`src/rtl/tapreg_pkg.sv`:
```
`timescale 1ns/1ps
package tapreg_pkg;
   typedef enum logic [2:0] {
      PH_IDLE,
      PH_ID,
      PH_ADDR,
      PH_WRITE,
      PH_READ
   } phase_e;

   localparam logic [3:0] ID_PREFIX = 4'b1010;
endpackage

```
`src/rtl/tr_line_filter.sv`:
```
`timescale 1ns/1ps
module tr_line_filter #(
   parameter int SYNC_STAGES = 2,
   parameter int FILT_CYCLES = 10
) (
   input  logic clk,
   input  logic rst_n,
   input  logic raw_i,
   output logic clean_o
);
   localparam int CW = $clog2(FILT_CYCLES + 1);

   initial assert (SYNC_STAGES >= 1 && FILT_CYCLES >= 1)
      else $error("tr_line_filter: SYNC_STAGES and FILT_CYCLES must be at least 1");

   logic [SYNC_STAGES-1:0] sync_q;
   logic                   sync_out;
   logic [CW-1:0]          cnt_q;
   logic                   clean_q;

   generate
      if (SYNC_STAGES == 1) begin : g_sync_one
         always_ff @(posedge clk or negedge rst_n)
            if (!rst_n) sync_q <= 1'b1;
            else        sync_q <= raw_i;
      end else begin : g_sync_chain
         always_ff @(posedge clk or negedge rst_n)
            if (!rst_n) sync_q <= '1;
            else        sync_q <= {sync_q[SYNC_STAGES-2:0], raw_i};
      end
   endgenerate

   assign sync_out = sync_q[SYNC_STAGES-1];

   // the clean level follows only after FILT_CYCLES differing samples in a row
   always_ff @(posedge clk or negedge rst_n) begin
      if (!rst_n) begin
         cnt_q   <= '0;
         clean_q <= 1'b1;
      end else if (sync_out == clean_q) begin
         cnt_q <= '0;
      end else if (cnt_q == CW'(FILT_CYCLES - 1)) begin
         clean_q <= sync_out;
         cnt_q   <= '0;
      end else begin
         cnt_q <= cnt_q + 1'b1;
      end
   end

   assign clean_o = clean_q;

   p_filter_follow_r9 : assert property (@(posedge clk) disable iff (!rst_n)
      !$stable(clean_q) |-> (clean_q == $past(sync_out)));
endmodule

```
`src/rtl/tr_regfile.sv`:
```
`timescale 1ns/1ps
module tr_regfile #(
   parameter int         NUM_WIPERS = 2,
   parameter logic [7:0] CTRL_ADDR  = 8'h10,
   parameter logic [7:0] CTRL_WMASK = 8'h40,
   parameter logic [7:0] RESET_VAL  = 8'h40
) (
   input  logic                    clk,
   input  logic                    rst_n,
   input  logic                    we,
   input  logic [7:0]              addr,
   input  logic [7:0]              wdata,
   output logic [7:0]              rdata,
   output logic [NUM_WIPERS*8-1:0] wipers_o,
   output logic [7:0]              ctrl_o
);
   initial assert (NUM_WIPERS >= 1 && NUM_WIPERS <= int'(CTRL_ADDR))
      else $error("tr_regfile: tap registers must lie below the control address");

   logic [NUM_WIPERS-1:0][7:0] wip_q;
   logic [7:0]                 ctrl_q;

   always_ff @(posedge clk or negedge rst_n) begin
      if (!rst_n) begin
         wip_q  <= {NUM_WIPERS{RESET_VAL}};
         ctrl_q <= RESET_VAL & CTRL_WMASK;
      end else if (we) begin
         for (int k = 0; k < NUM_WIPERS; k++)
            if (addr == 8'(k)) wip_q[k] <= wdata;
         if (addr == CTRL_ADDR) ctrl_q <= wdata & CTRL_WMASK;
      end
   end

   always_comb begin
      rdata = 8'h00;
      for (int k = 0; k < NUM_WIPERS; k++)
         if (addr == 8'(k)) rdata = wip_q[k];
      if (addr == CTRL_ADDR) rdata = ctrl_q;
   end

   assign wipers_o = wip_q;
   assign ctrl_o   = ctrl_q;

   p_hold_without_write_r3 : assert property (@(posedge clk) disable iff (!rst_n)
      !we |=> ($stable(wipers_o) && $stable(ctrl_o)));

   p_ctrl_fixed_zero_r6 : assert property (@(posedge clk) disable iff (!rst_n)
      (ctrl_o & ~CTRL_WMASK) == 8'h00);
endmodule

```
`src/rtl/tap_reg_i2c_target.sv`:
```
`timescale 1ns/1ps
module tap_reg_i2c_target
   import tapreg_pkg::*;
#(
   parameter int         SYNC_STAGES = 2,
   parameter int         FILT_CYCLES = 10,
   parameter int         BOOT_CYCLES = 64,
   parameter int         NUM_WIPERS  = 2,
   parameter logic [7:0] CTRL_ADDR   = 8'h10,
   parameter logic [7:0] CTRL_WMASK  = 8'h40,
   parameter logic [7:0] RESET_VAL   = 8'h40
) (
   input  logic                    clk,
   input  logic                    rst_n,
   input  logic                    scl_i,
   input  logic                    sda_i,
   input  logic [2:0]              strap_i,
   output logic                    sda_pull_o,
   output logic [NUM_WIPERS*8-1:0] wiper_o,
   output logic [7:0]              ctrl_o
);
   localparam int BW = $clog2(BOOT_CYCLES + 2);

   // ---- line conditioning: one filter per bus line ----
   logic [1:0] raw_lines, clean_lines;
   assign raw_lines = {sda_i, scl_i};

   for (genvar gl = 0; gl < 2; gl++) begin : g_line
      tr_line_filter #(.SYNC_STAGES(SYNC_STAGES), .FILT_CYCLES(FILT_CYCLES)) u_filt (
         .clk    (clk),
         .rst_n  (rst_n),
         .raw_i  (raw_lines[gl]),
         .clean_o(clean_lines[gl])
      );
   end

   logic scl_f, sda_f, scl_d, sda_d;
   assign scl_f = clean_lines[0];
   assign sda_f = clean_lines[1];

   always_ff @(posedge clk or negedge rst_n)
      if (!rst_n) begin scl_d <= 1'b1; sda_d <= 1'b1; end
      else        begin scl_d <= scl_f; sda_d <= sda_f; end

   logic bus_start, bus_stop, scl_rise, scl_fall;
   assign bus_start = scl_f & scl_d & sda_d & ~sda_f;
   assign bus_stop  = scl_f & scl_d & ~sda_d & sda_f;
   assign scl_rise  = scl_f & ~scl_d;
   assign scl_fall  = ~scl_f & scl_d;

   // ---- boot hold-off ----
   logic [BW-1:0] boot_q;
   logic          boot_busy;
   assign boot_busy = (boot_q != '0);

   always_ff @(posedge clk or negedge rst_n)
      if (!rst_n)         boot_q <= BW'(BOOT_CYCLES);
      else if (boot_busy) boot_q <= boot_q - 1'b1;

   // ---- protocol engine ----
   phase_e     phase_q;
   logic [3:0] bit_q;
   logic [7:0] shift_q, ptr_q;
   logic       rw_q, ack_q, mack_q, pull_q;
   logic       id_match, reg_we;
   logic [7:0] rdata;

   assign id_match = (shift_q[7:1] == {ID_PREFIX, strap_i});
   assign reg_we   = !boot_busy && (phase_q == PH_WRITE) && scl_rise && (bit_q == 4'd8);

   function automatic logic [7:0] step_ptr(input logic [7:0] p);
      if (p == 8'(NUM_WIPERS - 1)) return 8'h00;
      if (p < 8'(NUM_WIPERS - 1))  return p + 8'h01;
      return p;
   endfunction

   always_ff @(posedge clk or negedge rst_n) begin
      if (!rst_n) begin
         phase_q <= PH_IDLE;
         bit_q   <= '0;
         shift_q <= '0;
         ptr_q   <= '0;
         rw_q    <= 1'b0;
         ack_q   <= 1'b0;
         mack_q  <= 1'b0;
         pull_q  <= 1'b0;
      end else if (boot_busy) begin
         phase_q <= PH_IDLE;
         pull_q  <= 1'b0;
      end else if (bus_start) begin
         phase_q <= PH_ID;
         bit_q   <= '0;
         pull_q  <= 1'b0;
      end else if (bus_stop) begin
         phase_q <= PH_IDLE;
         pull_q  <= 1'b0;
      end else if (phase_q != PH_IDLE) begin
         if (scl_rise) begin
            if (bit_q < 4'd8) shift_q <= {shift_q[6:0], sda_f};
            bit_q <= bit_q + 4'd1;
            if (bit_q == 4'd8) begin
               mack_q <= ~sda_f;
               if (phase_q == PH_ADDR) ptr_q <= shift_q;
               if (phase_q == PH_READ && !sda_f) ptr_q <= step_ptr(ptr_q);
            end
         end else if (scl_fall) begin
            if (bit_q == 4'd8) begin
               unique case (phase_q)
                  PH_ID: begin
                     rw_q   <= shift_q[0];
                     ack_q  <= id_match;
                     pull_q <= id_match;
                  end
                  PH_ADDR, PH_WRITE: pull_q <= 1'b1;
                  default:           pull_q <= 1'b0;
               endcase
            end else if (bit_q == 4'd9) begin
               bit_q <= '0;
               unique case (phase_q)
                  PH_ID: begin
                     if (!ack_q) begin
                        phase_q <= PH_IDLE;
                        pull_q  <= 1'b0;
                     end else if (rw_q) begin
                        phase_q <= PH_READ;
                        shift_q <= rdata;
                        pull_q  <= ~rdata[7];
                     end else begin
                        phase_q <= PH_ADDR;
                        pull_q  <= 1'b0;
                     end
                  end
                  PH_ADDR: begin
                     phase_q <= PH_WRITE;
                     pull_q  <= 1'b0;
                  end
                  PH_WRITE: begin
                     ptr_q  <= step_ptr(ptr_q);
                     pull_q <= 1'b0;
                  end
                  default: begin
                     if (mack_q) begin
                        shift_q <= rdata;
                        pull_q  <= ~rdata[7];
                     end else begin
                        phase_q <= PH_IDLE;
                        pull_q  <= 1'b0;
                     end
                  end
               endcase
            end else if (phase_q == PH_READ) begin
               pull_q <= ~shift_q[7];
            end
         end
      end
   end

   tr_regfile #(
      .NUM_WIPERS(NUM_WIPERS),
      .CTRL_ADDR (CTRL_ADDR),
      .CTRL_WMASK(CTRL_WMASK),
      .RESET_VAL (RESET_VAL)
   ) u_regs (
      .clk     (clk),
      .rst_n   (rst_n),
      .we      (reg_we),
      .addr    (ptr_q),
      .wdata   (shift_q),
      .rdata   (rdata),
      .wipers_o(wiper_o),
      .ctrl_o  (ctrl_o)
   );

   assign sda_pull_o = pull_q;

   p_pull_starts_scl_low_r4 : assert property (@(posedge clk) disable iff (!rst_n)
      $rose(pull_q) |-> !scl_f);

   p_boot_keeps_idle_r11 : assert property (@(posedge clk) disable iff (!rst_n)
      boot_busy |=> (phase_q == PH_IDLE));

   p_idle_releases_sda_r10 : assert property (@(posedge clk) disable iff (!rst_n)
      (phase_q == PH_IDLE) |-> !pull_q);
endmodule

```
`config.mk`:
```
export PLATFORM = sky130hd
export DESIGN_NAME = tap_reg_i2c_target
export DESIGN_NICKNAME = d
export VERILOG_FILES = /design/src/rtl/tapreg_pkg.sv /design/src/rtl/tr_line_filter.sv /design/src/rtl/tr_regfile.sv /design/src/rtl/tap_reg_i2c_target.sv
export SDC_FILE = /design/constraint.sdc
export NUM_CORES = 1
export LEC_CHECK = 0
export BUFFER_PORTS_ARGS = -buffer_cell sky130_fd_sc_hd__buf_2
export CORE_ASPECT_RATIO = 0.8
export CORE_MARGIN = 1.5
export CORE_UTILIZATION = 52
export CTS_CLUSTER_DIAMETER = 30
export CTS_CLUSTER_SIZE = 16
export DETAILED_ROUTE_END_ITERATION = 10
export GPL_TIMING_DRIVEN = 0
export PLACE_DENSITY = 0.83
export SLEW_MARGIN = 40
export SYNTH_ARGS = -nofsm -noshare
export SYNTH_HDL_FRONTEND = slang
export SYNTH_SLANG_ARGS = --single-unit
```
`constraint.sdc`:
```
create_clock -name clk -period 5.17 [get_ports clk]
set_input_delay 0.2585 -clock clk [delete_from_list [all_inputs] [get_ports clk]]
set_output_delay 0.2585 -clock clk [all_outputs]
set_load 0.01 [all_outputs]
```
==> impl_metrics.tcl <==
set metrics [dict create \
    syn2layout_area_growth_pct 14.8 \
    cts_resized 0 \
    ys_types 55 \
    reg2reg_depth 6 \
    place_congestion 0.890 \
    fin_tns_setup_ns 0 \
    p_clk_share_pct 44.6 \
    drt_wl_total_mm 7.35 \
    synth_top_area_share_pct 39.5 \
    slew_viol_final 0 \
    crit_required_ns 5.40 \
    drive_above_1_share_pct 24.0 \
    worst_pin_slew_ns 0.710 \
    path_buf_inv 1 \
    h-tree-depth 3 \
    cts_tree "yes" \
    grt_overflow_total 0 \
    die_area_um2 7200 \
    die_h_um 76.2 \
    antenna_cells 0 \
    ir_worst_vdd_mv 0.207 \
    p_sw_share_pct 22.5 \
    slowest_delay_ns 0.75 \
    die_x_um 94.5 \
    clock_latency_ns 0.35 \
    numCtsBuffers 9 \
    wl_met2_mm 3.37 \
    rows 26 \
    drtIter0Drc 314 \
    min_path_type "in -> reg" \
    min_from "scl_i" \
    grt_pass1_vias 2566 \
    setup_viol 0 \
    yosysMostFrequentCell "dfrtp_1" \
    drtAntennaViolNets 0 \
    p_per_area_nw_per_um2 273 \
    nets 398 \
    via_count 2733 \
    timing.rr.end "u_regs.wipers_o[1]" \
    syn_area_per_cell_um2 10.4 \
    track_usage_pct 22.6 \
    drc 0 \
    clock-sinks 67 \
    yosysTopAreaCell "dfrtp_1" \
    routed-wl-met3_um 517 \
    syn-cell-area_um2 3480 \
    fmax_ghz 0.345 \
    timing.rr.start "boot_q[0]" \
    m1WireLength_mm 3.32 \
    r2r_setup_slack_ns 2.27 \
    synth-edff-count 0 \
    seqPwrFrac_pct 50.1 \
    antenna_found_initial 0 \
    arrival_ns 3.13 \
    io_buffers 24 \
    path_delay_family "simple AND/OR/NAND/NOR gates" \
    end_kind "flop" \
    power.switching_uw 246 \
    hold-path-cell-count 1 \
    p_int_uw 847 \
    root_buffer "clkbuf_8" \
    dp_hpwl_mm 5.17 \
    path_max_fanout 8 \
    yosys_warnings 0 \
    period_minus_slack_ns 2.90 \
    max_slew_margin_pct 52.3 \
    ios 32 \
    syn_inst 335 \
    cap_violations 0 \
    ys_ff_latch 67 \
    start_kind "flop" \
    synthTopCellsByCount "dfrtp_1, nand2_1, nor2_1, mux2_2, o21ai_0" \
    combPwrFrac_pct 5.3 \
    yosysSeqAreaShare_pct 48.6 \
    vias_per_cell 5.84 \
    synth_flop_cell "dfrtp_1" \
    clkTransAtPathRegs_ns 0.07 \
    rsz0062_at_grt "no" \
    wl_per_cell_um 15.7 \
    grt_max_degree 47 \
    cp_cell_sequence "inv_1 > ha_1 > nor3b_1 > nand2_1 > nor4_4 > mux2_2" \
    path_class "reg -> reg" \
    period_share_pct 56.0 \
    synth.area.top_cells "dfrtp_1, dfstp_2, mux2_2" \
    cp_slowest_cell "nor4_4" \
    outcome "finished clean" \
    grt_pass1_wl_mm 12.5 \
    final_hold_viol_count 0 \
    p_total_uw 1090 \
    power_leakage_uw 0.00185 \
    async_flop_share_pct 100 \
    first_pass_iters 5 \
    highest_layer "met4" \
    core_area_um2 6440 \
    initial_core_util_pct 54.1 \
    cts_buffer_depth 2 \
    hold_end "g_line[0].u_filt.sync_q[0]" \
    skew_ns 0.00676 \
]
-- metrics by stage --
stage	hold slack (ns)	setup slack (ns)	cells	area [um2]	utilization, %
after floorplan	-0.0371	2.87	341	3500	-
after global placement	0.345	2.47	449	3730	57.9
after detailed placement	0.172	2.31	450	3750	58.3
after CTS	0.00152	2.30	468	4000	62.1
after global routing	0.00286	2.05	468	4000	62.1
final	0.0133	2.27	468	4000	62.1
-- sequential cells by signal, indices dropped and copies added (netlist names), 2 cells and up --
signal and count:
g_line.u_filt.cnt_q 8, g_line.u_filt.clean_o 2, g_line.u_filt.sync_q 4, u_regs.wipers_o 16, bit_q 4, shift_q 8, ptr_q 8, phase_q 3
boot_q 7
-- power by group through the flow --
stage | clock [uW] | sequential (uW) | combinational (uW)
5_1_grt | 515 | 549 | 66.6
2_1_floorplan | 0 | 555 | 34.3
6_report | 487 | 548 | 57.5
3_5_place_dp | 0 | 557 | 56.4
3_3_place_gp | 0 | 557 | 51.9
4_1_cts | 497 | 548 | 58.1
-- how the worst max path moves through the flow --
stage / startpoint / to / cells past startpoint
2_1_floorplan: boot_q[0] / u_regs.wipers_o[0] / 6
3_3_place_gp: boot_q[0] / u_regs.wipers_o[4] / 6
3_5_place_dp: boot_q[0] / u_regs.wipers_o[1] / 6
4_1_cts: boot_q[0] / u_regs.wipers_o[1] / 6
5_1_grt: boot_q[0] / u_regs.wipers_o[1] / 6
6_report: boot_q[0] / u_regs.wipers_o[1] / 6
-- area by class of cell --
cell class / instances / area [um2]
buffer: 18 / 101
clock buffer: 11 / 141
clock inverter: 5 / 85.1
fill: 532 / 2440
inverter: 17 / 63.8
multi-input combinational: 239 / 1650
sequential: 67 / 1690
tap: 84 / 105
timing repair buffer: 27 / 163
-- placed cells by master, fill, tap and decap left out, types with 3 or more instances in the layout --
cell type  count
dfrtp_1       55
nand2_1       29
nor2_1        25
mux2_2        23
buf_2         23
o21ai_0       22
inv_1         17
a21oi_1       16
nor3_1        12
ha_1          12
dfstp_2       12
clkbuf_1      11
xnor2_1       11
clkbuf_8      10
a22oi_1        8
buf_4          8
nand3_1        7
conb_1         7
o211a_1        4
nor2b_1        4
nand3b_1       3
xor2_1         3
nor3b_1        3
nand4_1        3
and2_1         3
or3b_2         3
o211ai_1       3
a22o_1         3
-- kinds of logic (layout without fill, tap and decap cells) --
kind of cell             Yosys count  after routing  share of synthesized area, %
AO/OA/AOI/OAI                     72             72                          13.3
multiplexers                      26             26                          8.34
AND/OR/NAND/NOR                  108            108                          17.1
flip-flops                        67             67                          48.6
buffers and inverters             35             78                          4.74
XOR/XNOR                          14             14                          3.52
adder cells (fa/ha/maj)           12             12                          4.31
other                              1              7                         0.108
-- repair_timing --
action	4_1_cts	5_1_grt
buffers inserted	0	0
hold buffers	2	0
endpoints found under the hold margin	21	0
-- layer usage --
metal	global-route usage, %	vias to the layer above
met3	5.99	16
met5	0	-
met4	9.25	0
met2	32.6	104
li1	-	1273
met1	32.5	1340
Power figures use the tool's default switching activity.
